<file path="src/rtl/ctimer_pkg.sv">
package ctimer_pkg;
  localparam int unsigned DATA_W_DEF  = 64;
  localparam int unsigned ADDR_W_DEF  = 14;
  localparam int unsigned CNT_W_DEF   = 48;
  localparam int unsigned IRQ_BIT_DEF = 11;

  typedef enum logic [2:0] {
    SEL_NONE,
    SEL_CFG,
    SEL_LIVE,
    SEL_ACK,
    SEL_MASK,
    SEL_STAT,
    SEL_STAMP
  } reg_sel_e;
endpackage

</file>
<file path="src/rtl/ctimer_decode.sv">
module ctimer_decode
  import ctimer_pkg::*;
#(
  parameter int unsigned ADDR_W = ADDR_W_DEF,
  parameter logic [ADDR_W-1:0] A_CFG   = 14'h041,
  parameter logic [ADDR_W-1:0] A_LIVE  = 14'h042,
  parameter logic [ADDR_W-1:0] A_ACK   = 14'h044,
  parameter logic [ADDR_W-1:0] A_MASK  = 14'h004,
  parameter logic [ADDR_W-1:0] A_STAT  = 14'h005,
  parameter logic [ADDR_W-1:0] A_STAMP = 14'h048
) (
  input  logic [ADDR_W-1:0] addr,
  output reg_sel_e          sel
);
  always_comb begin
    sel = SEL_NONE;
    if      (addr == A_CFG)   sel = SEL_CFG;
    else if (addr == A_LIVE)  sel = SEL_LIVE;
    else if (addr == A_ACK)   sel = SEL_ACK;
    else if (addr == A_MASK)  sel = SEL_MASK;
    else if (addr == A_STAT)  sel = SEL_STAT;
    else if (addr == A_STAMP) sel = SEL_STAMP;
  end
endmodule

</file>
<file path="src/rtl/ctimer_down.sv">
module ctimer_down #(
  parameter int unsigned CNT_W = 48
) (
  input  logic             clk,
  input  logic             rst_n,
  input  logic             cfg_we,
  input  logic [CNT_W-1:0] cfg_wval,
  input  logic [CNT_W-1:0] cfg_q,
  output logic [CNT_W-1:0] count,
  output logic             running,
  output logic             expire
);
  localparam int unsigned FLD_W = CNT_W - 2;

  // start count field times four: low two bits forced to zero
  function automatic logic [CNT_W-1:0] reload_of(input logic [CNT_W-1:0] cfg);
    return {cfg[CNT_W-1:2], 2'b00};
  endfunction

  logic [CNT_W-1:0] reload_v;
  logic             repeat_mode;

  assign reload_v    = reload_of(cfg_q);
  assign repeat_mode = cfg_q[1];
  assign expire      = running && (count == '0);

  always_ff @(posedge clk or negedge rst_n) begin
    if (!rst_n) begin
      count   <= '0;
      running <= 1'b0;
    end else if (cfg_we) begin
      running <= cfg_wval[0];
      if (cfg_wval[0]) count <= reload_of(cfg_wval);
    end else if (expire) begin
      if (repeat_mode) begin
        count <= reload_v;
      end else begin
        count   <= '1;
        running <= 1'b0;
      end
    end else if (running) begin
      count <= count - 1'b1;
    end
  end

  a_r2_load: assert property (@(posedge clk) disable iff (!rst_n)
    cfg_we && cfg_wval[0] |=> running && count == {$past(cfg_wval[CNT_W-1:2]), 2'b00});
  a_r3_step: assert property (@(posedge clk) disable iff (!rst_n)
    running && !expire && !cfg_we |=> count == $past(count) - 1'b1);
  a_r5_refill: assert property (@(posedge clk) disable iff (!rst_n)
    expire && repeat_mode && !cfg_we |=> running && count == $past(reload_v));
  a_r6_park: assert property (@(posedge clk) disable iff (!rst_n)
    expire && !repeat_mode && !cfg_we |=> !running && (&count));
  a_r7_hold: assert property (@(posedge clk) disable iff (!rst_n)
    !running && !cfg_we |=> $stable(count) && !expire);

  logic [FLD_W-1:0] unused_fld;
  assign unused_fld = cfg_q[CNT_W-1:2];
endmodule

</file>
<file path="src/rtl/ctimer_pend.sv">
module ctimer_pend (
  input  logic clk,
  input  logic rst_n,
  input  logic set_ev,
  input  logic clr_ev,
  output logic pend
);
  always_ff @(posedge clk or negedge rst_n) begin
    if (!rst_n)      pend <= 1'b0;
    else if (set_ev) pend <= 1'b1;
    else if (clr_ev) pend <= 1'b0;
  end

  a_r4_set: assert property (@(posedge clk) disable iff (!rst_n)
    set_ev |=> pend);
  a_r8_clear: assert property (@(posedge clk) disable iff (!rst_n)
    clr_ev && !set_ev |=> !pend);
  a_r8_keep: assert property (@(posedge clk) disable iff (!rst_n)
    !clr_ev && pend |=> pend);
endmodule

</file>
<file path="src/rtl/ctimer_stamp.sv">
module ctimer_stamp #(
  parameter int unsigned DATA_W = 64
) (
  input  logic              clk,
  input  logic              rst_n,
  output logic [DATA_W-1:0] stamp
);
  always_ff @(posedge clk or negedge rst_n) begin
    if (!rst_n) stamp <= '0;
    else        stamp <= stamp + 1'b1;
  end

  a_r11_advance: assert property (@(posedge clk) disable iff (!rst_n)
    rst_n |=> stamp == $past(stamp) + 1'b1);
endmodule

</file>
<file path="src/rtl/ctimer_top.sv">
module ctimer_top
  import ctimer_pkg::*;
#(
  parameter int unsigned DATA_W  = DATA_W_DEF,
  parameter int unsigned ADDR_W  = ADDR_W_DEF,
  parameter int unsigned CNT_W   = CNT_W_DEF,
  parameter int unsigned IRQ_BIT = IRQ_BIT_DEF
) (
  input  logic              clk,
  input  logic              rst_n,
  input  logic              reg_wr,
  input  logic              reg_rd,
  input  logic [ADDR_W-1:0] reg_addr,
  input  logic [DATA_W-1:0] reg_wdata,
  output logic [DATA_W-1:0] reg_rdata,
  output logic              timer_irq
);
  localparam int unsigned PAD_W = DATA_W - CNT_W;

  function automatic logic [DATA_W-1:0] at_bit(input logic b);
    logic [DATA_W-1:0] v;
    v = '0;
    v[IRQ_BIT] = b;
    return v;
  endfunction

  reg_sel_e         sel;
  logic             cfg_we, mask_we, clr_ev;
  logic [CNT_W-1:0] cfg_q, count;
  logic             mask_q, running, expire, pend;
  logic [DATA_W-1:0] stamp;

  ctimer_decode #(.ADDR_W(ADDR_W)) u_dec (.addr(reg_addr), .sel(sel));

  assign cfg_we  = reg_wr && (sel == SEL_CFG);
  assign mask_we = reg_wr && (sel == SEL_MASK);
  assign clr_ev  = reg_wr && (sel == SEL_ACK) && reg_wdata[0];

  always_ff @(posedge clk or negedge rst_n) begin
    if (!rst_n) begin
      cfg_q  <= '0;
      mask_q <= 1'b0;
    end else begin
      if (cfg_we)  cfg_q  <= reg_wdata[CNT_W-1:0];
      if (mask_we) mask_q <= reg_wdata[IRQ_BIT];
    end
  end

  ctimer_down #(.CNT_W(CNT_W)) u_down (
    .clk(clk), .rst_n(rst_n), .cfg_we(cfg_we), .cfg_wval(reg_wdata[CNT_W-1:0]),
    .cfg_q(cfg_q), .count(count), .running(running), .expire(expire)
  );

  ctimer_pend u_pend (
    .clk(clk), .rst_n(rst_n), .set_ev(expire), .clr_ev(clr_ev), .pend(pend)
  );

  ctimer_stamp #(.DATA_W(DATA_W)) u_stamp (.clk(clk), .rst_n(rst_n), .stamp(stamp));

  assign timer_irq = pend && mask_q;

  always_comb begin
    reg_rdata = '0;
    if (reg_rd) begin
      case (sel)
        SEL_CFG:   reg_rdata = {{PAD_W{1'b0}}, cfg_q};
        SEL_LIVE:  reg_rdata = {{PAD_W{1'b0}}, count};
        SEL_MASK:  reg_rdata = at_bit(mask_q);
        SEL_STAT:  reg_rdata = at_bit(pend);
        SEL_STAMP: reg_rdata = stamp;
        default:   reg_rdata = '0;
      endcase
    end
  end

  a_r9_gate: assert property (@(posedge clk) disable iff (!rst_n)
    timer_irq |-> u_pend.pend && mask_q);
  a_r9_rise: assert property (@(posedge clk) disable iff (!rst_n)
    $rose(timer_irq) |-> $past(expire) || $past(mask_we));
endmodule

</file>
<file path="config.mk">
export PLATFORM = sky130hd
export DESIGN_NAME = ctimer_top
export DESIGN_NICKNAME = d
export VERILOG_FILES = /design/src/rtl/ctimer_pkg.sv /design/src/rtl/ctimer_decode.sv /design/src/rtl/ctimer_down.sv /design/src/rtl/ctimer_pend.sv /design/src/rtl/ctimer_stamp.sv /design/src/rtl/ctimer_top.sv
export SDC_FILE = /design/constraint.sdc
export NUM_CORES = 1
export LEC_CHECK = 0
export BUFFER_PORTS_ARGS = -buffer_cell sky130_fd_sc_hd__clkbuf_2
export CAP_MARGIN = 20
export CORE_MARGIN = 1
export CORE_UTILIZATION = 60
export DETAILED_ROUTE_END_ITERATION = 6
export PLACE_DENSITY = 0.84
export RECOVER_POWER = 25
export SYNTH_ARGS = -nofsm -noshare
export SYNTH_HDL_FRONTEND = slang
export SYNTH_SLANG_ARGS = --single-unit
</file>
<file path="constraint.sdc">
create_clock -name clk -period 9.1 [get_ports clk]
set_clock_uncertainty 0.2 [all_clocks]
set_input_delay 0.455 -clock clk [delete_from_list [all_inputs] [get_ports clk]]
set_output_delay 0.455 -clock clk [all_outputs]
set_load 0.005 [all_outputs]
</file>
==> flow_summary.yaml <==
run_status:
  status: "finished with violations"
  violations: "DRC, hold timing"
detailed_routing:
  avgViaCountPerCell: 6.709
  ant_nets: 0
  drtIter0Drc: 1328
  vias: 9010
  drtPass1Iterations: 7
  wirelength_um: 27620
  remaining_drc_errors: 26
  wl_per_cell_um: 20.56
pwr:
  power.density_nw_per_um2: 147.5
  p_total_mw: 1.553
  leakage_nw: 4.796
  vdd_drop_max_v: 0.0001518
cts:
  cts-root-buf: "clkbuf_16"
  cts.sinks: 163
  cts_max_path_buffers: 2
  h-tree-depth: 4
  postCtsResizedCells: 0
  clk_pin_slew_worst_paths_ns: 0.06
  cts_tree: "yes"
  cts_hold_buf: 0
  clock_latency_ns: 0.43
  post-cts-setup-buffers: 0
  cts_made_buffers: 17
timing:
  slew_violations: 0
  tns_ns: 0
  rsz0062_at_grt: "false"
  min_period_over_period_pct: 44.92
  setup_slack_ns: 5.012
  clock.fmax_mhz: 244.6
  period_needed_ns: 4.088
  relSlewSlack_pct: 28.80
  worst_hold_slack_ns: -0.08185
  setup_violations: 0
  finalHoldViolations: 33
  worstMarginPinSlew_ns: 1.065
global_route:
  track_usage_pct: 36.23
  grt_pass1_wl_um: 44330
  grt_pass1_vias: 8664
  antenna_found_initial: 0
  overflow: 0
  grt_max_degree: 109
critical_path:
  critPathMaxFanout: 16
  worst_ep_required_time_ns: 9.21
  worstSetupPathType: "reg -> reg"
  critPathArrivalTime_ns: 4.20
  start_kind: "register"
  worstSetupEndpointType: "register"
logic_synthesis:
  synth.most_common_cell: "nand2_1"
  async_flop_share_pct: 100.0
  synthTopCellsByArea: "dfrtp_1 (45%), nand2_1 (7.2%), nor2_1 (6.3%)"
  synthTopCellsByCount: "nand2_1 (175), dfrtp_1 (163), nor2_1 (153)"
  syn_nets: 1137
  ys_ff_latch: 163
  synth.distinct_cells: 61
  syn_inst: 1053
  postSynthAreaPerCell_um2: 8.693
  synth_top_area_share_pct: 44.56
  yosysSeqAreaShare_pct: 44.56
  synth_edf_count: 0
  synthFlopType: "dfrtp_1"
  yosys_warnings: 0
  synth_area_leader_cell: "dfrtp_1"
  synth_area_um2: 9154
floorplan:
  die-area_um2: 15750
  placementRows: 44
  core_area_um2: 14700
  die_h_um: 125.5
  io_pins: 147
  start_util_pct: 62.27
  die_w_um: 125.5
final_layout:
  n_antenna_cell: 0
  design_area_um2: 10530
  syn2layout_area_growth_pct: 15.01
  fin_nets: 1232
  utilization_pct: 71.62
  drive_above_1_share_pct: 17.52
placement:
  io_buffers: 130
  gp_congestion: 0.8612
  post-place-ws_ns: 5.152
  dpl.hpwl_um: 17860
  place_area_um2: 9906
flow_run:
  drv_cap: 0
min_path:
  min_path_type: "in -> async"
==> stage by stage <==
step	hold slack (ns)	instances
floorplan	-0.04059	1053
global placement	0.2554	1312
detailed placement	0.2621	1312
CTS	0.0001740	1342
global route	0.01541	1343
finish	-0.08185	1343
==> cells by family after synthesis <==
family | synth area share [%]
flip-flops | 44.56
XOR/XNOR | 7.846
AO/OA/AOI/OAI | 13.72
multiplexers | 1.094
adder cells (fa/ha/maj) | 0.2733
buffers and inverters | 3.308
AND/OR/NAND/NOR | 29.20
==> routing by layer <==
layer	wire, um	GRT usage [%]	share of wire, %
met5	0	0	0
met4	1105	19.23	4.0
met3	2934	8.772	11
met2	12730	56.86	46
met1	10850	46.61	39
==> registers in the layout, summed over array words and instances, names as in the netlist <==
name / flops
u_down.count: 48
mask_q: 1
u_down.running: 1
cfg_q: 48
u_pend.pend: 1
u_stamp.stamp: 64
==> area by class of cell <==
class	instances	area (um^2)
Multi-Input combinational cell	812	4808
Tap cell	184	230.2
Sequential cell	163	4079
Fill cell	1129	4172
Clock inverter	10	157.7
Clock buffer	20	456.7
Inverter	11	41.29
Timing Repair Buffer	143	754.5
==> path summary, 6_finish.rpt <==
check,start,to,slack (ns),cells past startpoint
max,u_down.count[0],u_down.count[10],5.01,8
min,rst_n,cfg_q[3],-0.08,1
max reg2reg,u_down.count[0],u_down.count[10],5.01,8
min reg2reg,u_stamp.stamp[63],u_stamp.stamp[63],0.27,1
max in group asynchronous,rst_n,u_stamp.stamp[46],7.51,2
min in group clk,reg_wdata[12],cfg_q[12],0.02,3
==> critical path, stage by stage (launching register included) <==
cell and delay [ns]:
dfrtp_1 0.47, inv_1 0.10, ha_1 0.21, or4b_1 0.60
nor3_1 0.36, and3_1 0.48, nand4_1 0.92, o221ai_1 0.53
nand2_1 0.10
==> cell usage in the layout (no fill, tap or decap), types with 6 or more instances in the layout <==
| cell type | count |
|---|---|
| nand2_1 | 175 |
| dfrtp_1 | 163 |
| nor2_1 | 150 |
| clkbuf_2 | 129 |
| xnor2_1 | 58 |
| a222oi_1 | 47 |
| nand3_1 | 41 |
| nand4_1 | 38 |
| nor3_1 | 37 |
| and3_1 | 30 |
| o21ai_0 | 29 |
| xor2_1 | 24 |
| or3_1 | 22 |
| clkbuf_16 | 17 |
| nor4_1 | 14 |
| buf_4 | 13 |
| o22ai_1 | 12 |
| and4_1 | 11 |
| inv_1 | 11 |
| a211oi_1 | 10 |
| a21oi_1 | 9 |
| mux2_2 | 8 |
| or4_1 | 7 |
| and2_1 | 6 |
| o221ai_1 | 6 |
| o221a_2 | 6 |
==> power breakdown <==
part | switching (mW) | internal (mW) | total, mW
combinational | 0.0417 | 0.0218 | 0.0634
clock | 0.287 | 0.469 | 0.755
sequential | 0.00586 | 0.728 | 0.734
total | 0.334 | 1.22 | 1.55
Note: power is estimated with default switching activity, not from simulation.
